## src/rtl/mode_seq_pkg.sv

```systemverilog
package mode_seq_pkg;

  typedef enum logic [2:0] {
    S_IDLE,
    S_SLEEP,
    S_VUP,
    S_RHI,
    S_RLO,
    S_VDN,
    S_ABORT,
    S_LOCK
  } seq_state_t;

  typedef struct packed {
    logic accept;
    logic raiseVid;
    logic lowerVid;
    logic selHi;
    logic selLo;
    logic restore;
    logic relClk;
    logic commit;
    logic cntClr;
  } seq_strobe_t;

endpackage

```

## src/rtl/mode_seq_ctrl.sv

```systemverilog
module mode_seq_ctrl
  import mode_seq_pkg::*;
(
  input  logic        clk,
  input  logic        rstN,
  input  logic        modeReq,
  input  logic        modeTarget,
  input  logic        pgAck,
  input  logic        modeHigh,
  input  logic        tgtHigh,
  input  logic        sleepDone,
  input  logic        pgExpired,
  input  logic        lockDone,
  output seq_strobe_t strobe,
  output logic        busy
);

  seq_state_t state, nextState;

  always_ff @(posedge clk) begin
    if (!rstN) state <= S_IDLE;
    else       state <= nextState;
  end

  always_comb begin
    strobe    = '0;
    nextState = state;
    case (state)
      S_IDLE: begin
        // same-mode requests fall through untouched
        if (modeReq && (modeTarget != modeHigh)) begin
          strobe.accept = 1'b1;
          nextState     = S_SLEEP;
        end
      end
      S_SLEEP: begin
        if (sleepDone) begin
          strobe.cntClr = 1'b1;
          if (tgtHigh) begin
            strobe.raiseVid = 1'b1;
            nextState       = S_VUP;
          end else begin
            strobe.selLo = 1'b1;
            nextState    = S_RLO;
          end
        end
      end
      S_VUP: begin
        if (pgAck) begin
          strobe.selHi = 1'b1;
          nextState    = S_RHI;
        end else if (pgExpired) begin
          strobe.restore = 1'b1;
          nextState      = S_ABORT;
        end
      end
      S_RHI: begin
        strobe.relClk = 1'b1;
        nextState     = S_LOCK;
      end
      S_RLO: begin
        strobe.lowerVid = 1'b1;
        strobe.cntClr   = 1'b1;
        nextState       = S_VDN;
      end
      S_VDN: begin
        if (pgAck) begin
          strobe.relClk = 1'b1;
          nextState     = S_LOCK;
        end else if (pgExpired) begin
          strobe.restore = 1'b1;
          nextState      = S_ABORT;
        end
      end
      S_ABORT: begin
        strobe.relClk = 1'b1;
        nextState     = S_LOCK;
      end
      S_LOCK: begin
        if (lockDone) begin
          strobe.commit = 1'b1;
          nextState     = S_IDLE;
        end
      end
      default: nextState = S_IDLE;
    endcase
  end

  assign busy = (state != S_IDLE);

endmodule

```

## src/rtl/mode_seq_dp.sv

```systemverilog
module mode_seq_dp
  import mode_seq_pkg::*;
#(
  parameter int SLEEP_CYCLES = 4,
  parameter int PG_TIMEOUT   = 2000,
  parameter int LOCK_CYCLES  = 7500
) (
  input  logic        clk,
  input  logic        rstN,
  input  seq_strobe_t strobe,
  input  logic        modeTarget,
  output logic        clkStopReq,
  output logic        vidHigh,
  output logic        ratioSelN,
  output logic        modeHigh,
  output logic        tgtHigh,
  output logic        errFlag,
  output logic        sleepDone,
  output logic        pgExpired,
  output logic        lockDone
);

  localparam int MAX_AB  = (SLEEP_CYCLES > PG_TIMEOUT) ? SLEEP_CYCLES : PG_TIMEOUT;
  localparam int CNT_TOP = (MAX_AB > LOCK_CYCLES) ? MAX_AB : LOCK_CYCLES;
  localparam int CW      = $clog2(CNT_TOP + 1);
  localparam logic [CW-1:0] SLEEP_LAST = CW'(SLEEP_CYCLES - 1);
  localparam logic [CW-1:0] PG_LAST    = CW'(PG_TIMEOUT - 1);
  localparam logic [CW-1:0] LOCK_LAST  = CW'(LOCK_CYCLES - 1);
  localparam logic [CW-1:0] CNT_SAT    = CW'(CNT_TOP);

  logic [CW-1:0] cnt;

  always_ff @(posedge clk) begin
    if (!rstN) begin
      cnt <= '0;
    end else if (strobe.accept || strobe.cntClr || strobe.relClk) begin
      cnt <= '0;
    end else if (cnt != CNT_SAT) begin
      cnt <= cnt + 1'b1;
    end
  end

  assign sleepDone = (cnt == SLEEP_LAST);
  assign pgExpired = (cnt == PG_LAST);
  assign lockDone  = (cnt == LOCK_LAST);

  always_ff @(posedge clk) begin
    if (!rstN) begin
      clkStopReq <= 1'b0;
      vidHigh    <= 1'b0;
      ratioSelN  <= 1'b1;
      modeHigh   <= 1'b0;
      tgtHigh    <= 1'b0;
      errFlag    <= 1'b0;
    end else begin
      if (strobe.accept) begin
        tgtHigh    <= modeTarget;
        clkStopReq <= 1'b1;
        errFlag    <= 1'b0;
      end
      if (strobe.raiseVid) vidHigh   <= 1'b1;
      if (strobe.lowerVid) vidHigh   <= 1'b0;
      if (strobe.selHi)    ratioSelN <= 1'b0;
      if (strobe.selLo)    ratioSelN <= 1'b1;
      if (strobe.restore) begin
        vidHigh   <= modeHigh;
        ratioSelN <= ~modeHigh;
        tgtHigh   <= modeHigh;
        errFlag   <= 1'b1;
      end
      if (strobe.relClk) clkStopReq <= 1'b0;
      if (strobe.commit) modeHigh   <= tgtHigh;
    end
  end

  // ratio select moves only while the clock has been held stopped
  p_sel_only_stopped_r2: assert property (@(posedge clk) disable iff (!rstN)
    !$stable(ratioSelN) |-> (clkStopReq && $past(clkStopReq)));

  // supply select moves only while the clock has been held stopped
  p_vid_only_stopped_r6: assert property (@(posedge clk) disable iff (!rstN)
    !$stable(vidHigh) |-> (clkStopReq && $past(clkStopReq)));

  // fast ratio is never selected on the low supply
  p_up_order_r2: assert property (@(posedge clk) disable iff (!rstN)
    $fell(ratioSelN) |-> vidHigh);

  // supply is lowered only once the slow ratio is selected
  p_down_order_r3: assert property (@(posedge clk) disable iff (!rstN)
    $fell(vidHigh) |-> ratioSelN);

  // an abort happens while the core is still in deep sleep
  p_err_in_sleep_r7: assert property (@(posedge clk) disable iff (!rstN)
    $rose(errFlag) |-> clkStopReq);

endmodule

```

## src/rtl/perf_mode_seq.sv

```systemverilog
module perf_mode_seq
  import mode_seq_pkg::*;
#(
  parameter int SLEEP_CYCLES = 4,
  parameter int PG_TIMEOUT   = 2000,
  parameter int LOCK_CYCLES  = 7500
) (
  input  logic clk,
  input  logic rstN,
  input  logic modeReq,
  input  logic modeTarget,
  input  logic pgAck,
  output logic clkStopReq,
  output logic vidHigh,
  output logic ratioSelN,
  output logic busy,
  output logic modeHigh,
  output logic errFlag
);

  seq_strobe_t strobe;
  logic tgtHigh, sleepDone, pgExpired, lockDone;

  mode_seq_ctrl u_ctrl (
    .clk        (clk),
    .rstN       (rstN),
    .modeReq    (modeReq),
    .modeTarget (modeTarget),
    .pgAck      (pgAck),
    .modeHigh   (modeHigh),
    .tgtHigh    (tgtHigh),
    .sleepDone  (sleepDone),
    .pgExpired  (pgExpired),
    .lockDone   (lockDone),
    .strobe     (strobe),
    .busy       (busy)
  );

  mode_seq_dp #(
    .SLEEP_CYCLES (SLEEP_CYCLES),
    .PG_TIMEOUT   (PG_TIMEOUT),
    .LOCK_CYCLES  (LOCK_CYCLES)
  ) u_dp (
    .clk        (clk),
    .rstN       (rstN),
    .strobe     (strobe),
    .modeTarget (modeTarget),
    .clkStopReq (clkStopReq),
    .vidHigh    (vidHigh),
    .ratioSelN  (ratioSelN),
    .modeHigh   (modeHigh),
    .tgtHigh    (tgtHigh),
    .errFlag    (errFlag),
    .sleepDone  (sleepDone),
    .pgExpired  (pgExpired),
    .lockDone   (lockDone)
  );

  // clock stop is only requested inside a transition
  p_stop_needs_busy_r11: assert property (@(posedge clk) disable iff (!rstN)
    clkStopReq |-> busy);

  // the reported mode changes only as the transition ends
  p_mode_at_end_r5: assert property (@(posedge clk) disable iff (!rstN)
    !$stable(modeHigh) |-> $fell(busy));

  // at rest, supply and ratio agree with the reported mode
  p_idle_consistent_r1: assert property (@(posedge clk) disable iff (!rstN)
    !busy |-> ((vidHigh == modeHigh) && (ratioSelN == !modeHigh)));

endmodule

```

## config.mk

```make
export PLATFORM = sky130hd
export DESIGN_NAME = perf_mode_seq
export DESIGN_NICKNAME = d
export VERILOG_FILES = /design/src/rtl/mode_seq_pkg.sv /design/src/rtl/mode_seq_ctrl.sv /design/src/rtl/mode_seq_dp.sv /design/src/rtl/perf_mode_seq.sv
export SDC_FILE = /design/constraint.sdc
export NUM_CORES = 1
export LEC_CHECK = 0
export BUFFER_PORTS_ARGS = -buffer_cell sky130_fd_sc_hd__buf_4
export CAP_MARGIN = 20
export CORE_ASPECT_RATIO = 0.9
export CORE_MARGIN = 2
export CORE_UTILIZATION = 55
export CTS_BUF_LIST = sky130_fd_sc_hd__clkbuf_4 sky130_fd_sc_hd__clkbuf_8
export DETAILED_ROUTE_END_ITERATION = 6
export GPL_ROUTABILITY_DRIVEN = 0
export MAX_ROUTING_LAYER = met4
export PLACE_DENSITY = 0.77
export SLEW_MARGIN = 10
export SYNTH_ARGS = -nofsm -noshare
export SYNTH_HDL_FRONTEND = slang
export SYNTH_SLANG_ARGS = --single-unit
```

## constraint.sdc

```tcl
create_clock -name clk -period 2.3 [get_ports clk]
set_input_delay 0.345 -clock clk [delete_from_list [all_inputs] [get_ports clk]]
set_output_delay 0.345 -clock clk [all_outputs]
set_load 0.01 [all_outputs]
```

==> qor.txt <==
largest net degree at the start of global routing = 16
GR Util All Layers = 23.09%
maximum capacitance violations = 0
Fin. Hold Viols = 0
CTS-repair resized insts = 0
DRC = 0
Synth Instances = 164
post-synthesis register bit count = 22
Slew Limit Fails = 0
status = completed
hold-fix buffers at CTS = 0
top-count cell post-synth = dfxtp_1
top post-synthesis cells by area = dfxtp_1 (34%), nor3_1 (6.1%), xnor2_1 (6.0%)
H-tree levels = 1
clock skew = 0.005195 ns
CP startpoint kind = register
IO Pins = 11
Avg Vias per Cell = 6.371
RSZ-0062 raised after global routing = false
register area = 440.4 um2
hold path cells = 2
dpl cell area = 1419 um2
Final #Nets = 183
WP buf/inv = 0
via count = 1287
flop2flop setup slack = 0.06 ns
full die area = 2786 um2
FF-to-FF End = u_dp.vidHigh$_SDFFE_PN0P_
WL final = 3.020 mm
PwrDens = 515.4 nW/um2
worst slew pin tran = 0.5385 ns
CTS sink cnt = 22
EDFF count, synth = 0
Worst IR Drop VDD = 0.4205 mV
fillcell total = 171
Max Buffers Root-to-Sink = 2
Multi-input gate area = 798.3 um2
share of the synthesized area in the top cell type = 33.65%
Hold Path End = u_dp.ratioSelN$_SDFFE_PN1P_
ys flop type = dfxtp_1
TritonCTS buffer count = 3
Crit. path cell count = 5
hold slack = 0.2955 ns
Final ANT Viol Nets = 0
share of cells above drive strength 1 = 14.86%
leakage power = 0.4888 nW
Crit Path Max Fanout = 5
Worst R2R Path Depth = 5
WS Path Type = register to register
Mapped Nets = 171
die width = 55.42 um
Yosys cell types = 41
# Post-CTS Setup Buffers = 0
Reg clk slew, reported paths = 0.13 ns
Final setup viols = 0
Critical Path RT = 2.54 ns
router iterations before antenna repair = 5
critical path arrival = 2.48 ns
initial antenna violation count = 0
commonest cells in the netlist = dfxtp_1 (22), nor3_1 (16), nand2_1 (15)
Worst setup EP type = register
dominant cell type by area after synthesis = dfxtp_1
FMAX = 446.5 MHz
ys async rst share = 0%
critical path's largest stage delay = 0.66 ns
hold path start = rstN
Worst-Skew Late Latency = 0.31 ns
first-pass GRT wire length = 5.050 mm
Tmin final = 2.239 ns
Overflow after GRT = 0
mean post-synth cell area = 7.980 um2
register area share after synthesis = 33.65%
RR Startpoint = u_dp.cnt[1]$_SDFFE_PP0P_
Syn-to-layout area delta = 12.43%
hpwl dp = 2.177 mm
post-synth design cell area = 1309 um2
setup TNS = 0 ns
Worst path top cell family by delay = simple AND/OR/NAND/NOR gates
first-iteration detailed-routing DRC count = 86
CTS tree = built
crit-path cells = ha_1 -> or4b_2 -> nor4_1 -> o21ai_0 -> o22ai_1
Wirelength per Cell = 14.95 um
FP Rows = 16
Initial Utilization = 58.90%
final core utilization = 66.22%
Worst Hold Class = input pin to register
ANT cells = 0
vias in the first global route = 1147
Slowest cell on crit path = or4b_2
Ys Warns = 0
Port Buffer Count = 10
DIE HEIGHT = 50.28 um
Design Area, Final = 1471 um2
period utilization = 97.37%
Rel. slew slack = 63.72%
Core Region = 2222 um2
CTS Root Cell = clkbuf_4
state kept, by name, summed over array words and instances (netlist names):
register and cells:
u_dp.cnt 13, u_ctrl.state 3, u_dp.clkStopReq 1, u_dp.errFlag 1, u_dp.modeHigh 1, u_dp.ratioSelN 1, u_dp.tgtHigh 1, u_dp.vidHigh 1
through the flow:
| stage | worst slack, ns | power [mW] | instances |
|---|---|---|---|
| global route | 0.007182 | 0.7918 | 202 |
| floorplan | 0.2742 | 0.4442 | 164 |
| finish | 0.06057 | 0.7584 | 202 |
| CTS | 0.1333 | 0.7635 | 202 |
| global placement | 0.2062 | 0.4635 | 198 |
| detailed placement | 0.1763 | 0.4663 | 198 |
where the power goes:
group | internal [mW] | total (mW) | leakage, nW | switching [mW]
Clock | 0.176 | 0.300 | 0.0279 | 0.123
Sequential | 0.389 | 0.400 | 0.178 | 0.0113
Combinational | 0.0264 | 0.0586 | 0.283 | 0.0323
per-layer routing:
metal	vias to the layer above	track usage, %	share of wire, %
met5	-	-	0
met4	0	7.317	1.4
met3	7	5.928	10
met2	79	34.13	44
met1	569	31.04	44
li1	632	-	-
cell usage in the layout (no fill, tap or decap), drive strengths merged, types with 3 or more instances in the layout:
cell type	synthesis	routed
inv	9	9
or4	5	5
nor3	16	16
nand3	7	7
nand2	15	15
nor4	10	10
nor2	8	8
buf	5	15
o31ai	3	3
xnor2	9	9
dfxtp	22	22
clkbuf	3	3
nand3b	5	5
o21ai	6	6
a21oi	6	6
nand4	4	4
a31oi	4	4
worst max-delay path by stage:
stage | from | end
2_1_floorplan | u_dp.cnt[1]$_SDFFE_PP0P_ | u_ctrl.state[0]$_SDFFE_PN0P_
3_3_place_gp | u_dp.cnt[1]$_SDFFE_PP0P_ | u_dp.vidHigh$_SDFFE_PN0P_
3_5_place_dp | u_dp.cnt[1]$_SDFFE_PP0P_ | u_dp.vidHigh$_SDFFE_PN0P_
4_1_cts | u_dp.cnt[1]$_SDFFE_PP0P_ | u_dp.vidHigh$_SDFFE_PN0P_
5_1_grt | u_dp.cnt[1]$_SDFFE_PP0P_ | u_ctrl.state[0]$_SDFFE_PN0P_
6_report | u_dp.cnt[1]$_SDFFE_PP0P_ | u_dp.vidHigh$_SDFFE_PN0P_
cell type report:
class                   instances  area share [%]
inverters                       9           2.296
clock inverters                 1           2.041
multi-input cells             125           54.25
flip-flops and latches         22           29.93
well taps                      27           2.296
repair buffers                 15           7.653
clock buffers                   3           1.531
cell families (layout without fill, tap and decap cells):
family | Yosys count | in the layout | synth area share [%]
compound gates | 32 | 32 | 16.06
fa+ha+maj | 2 | 2 | 1.912
mux | 1 | 1 | 0.7648
buf+inv | 17 | 28 | 5.353
simple gates | 80 | 80 | 35.57
xor+xnor | 10 | 10 | 6.693
flops | 22 | 22 | 33.65
(Power assumes the default switching activity.)
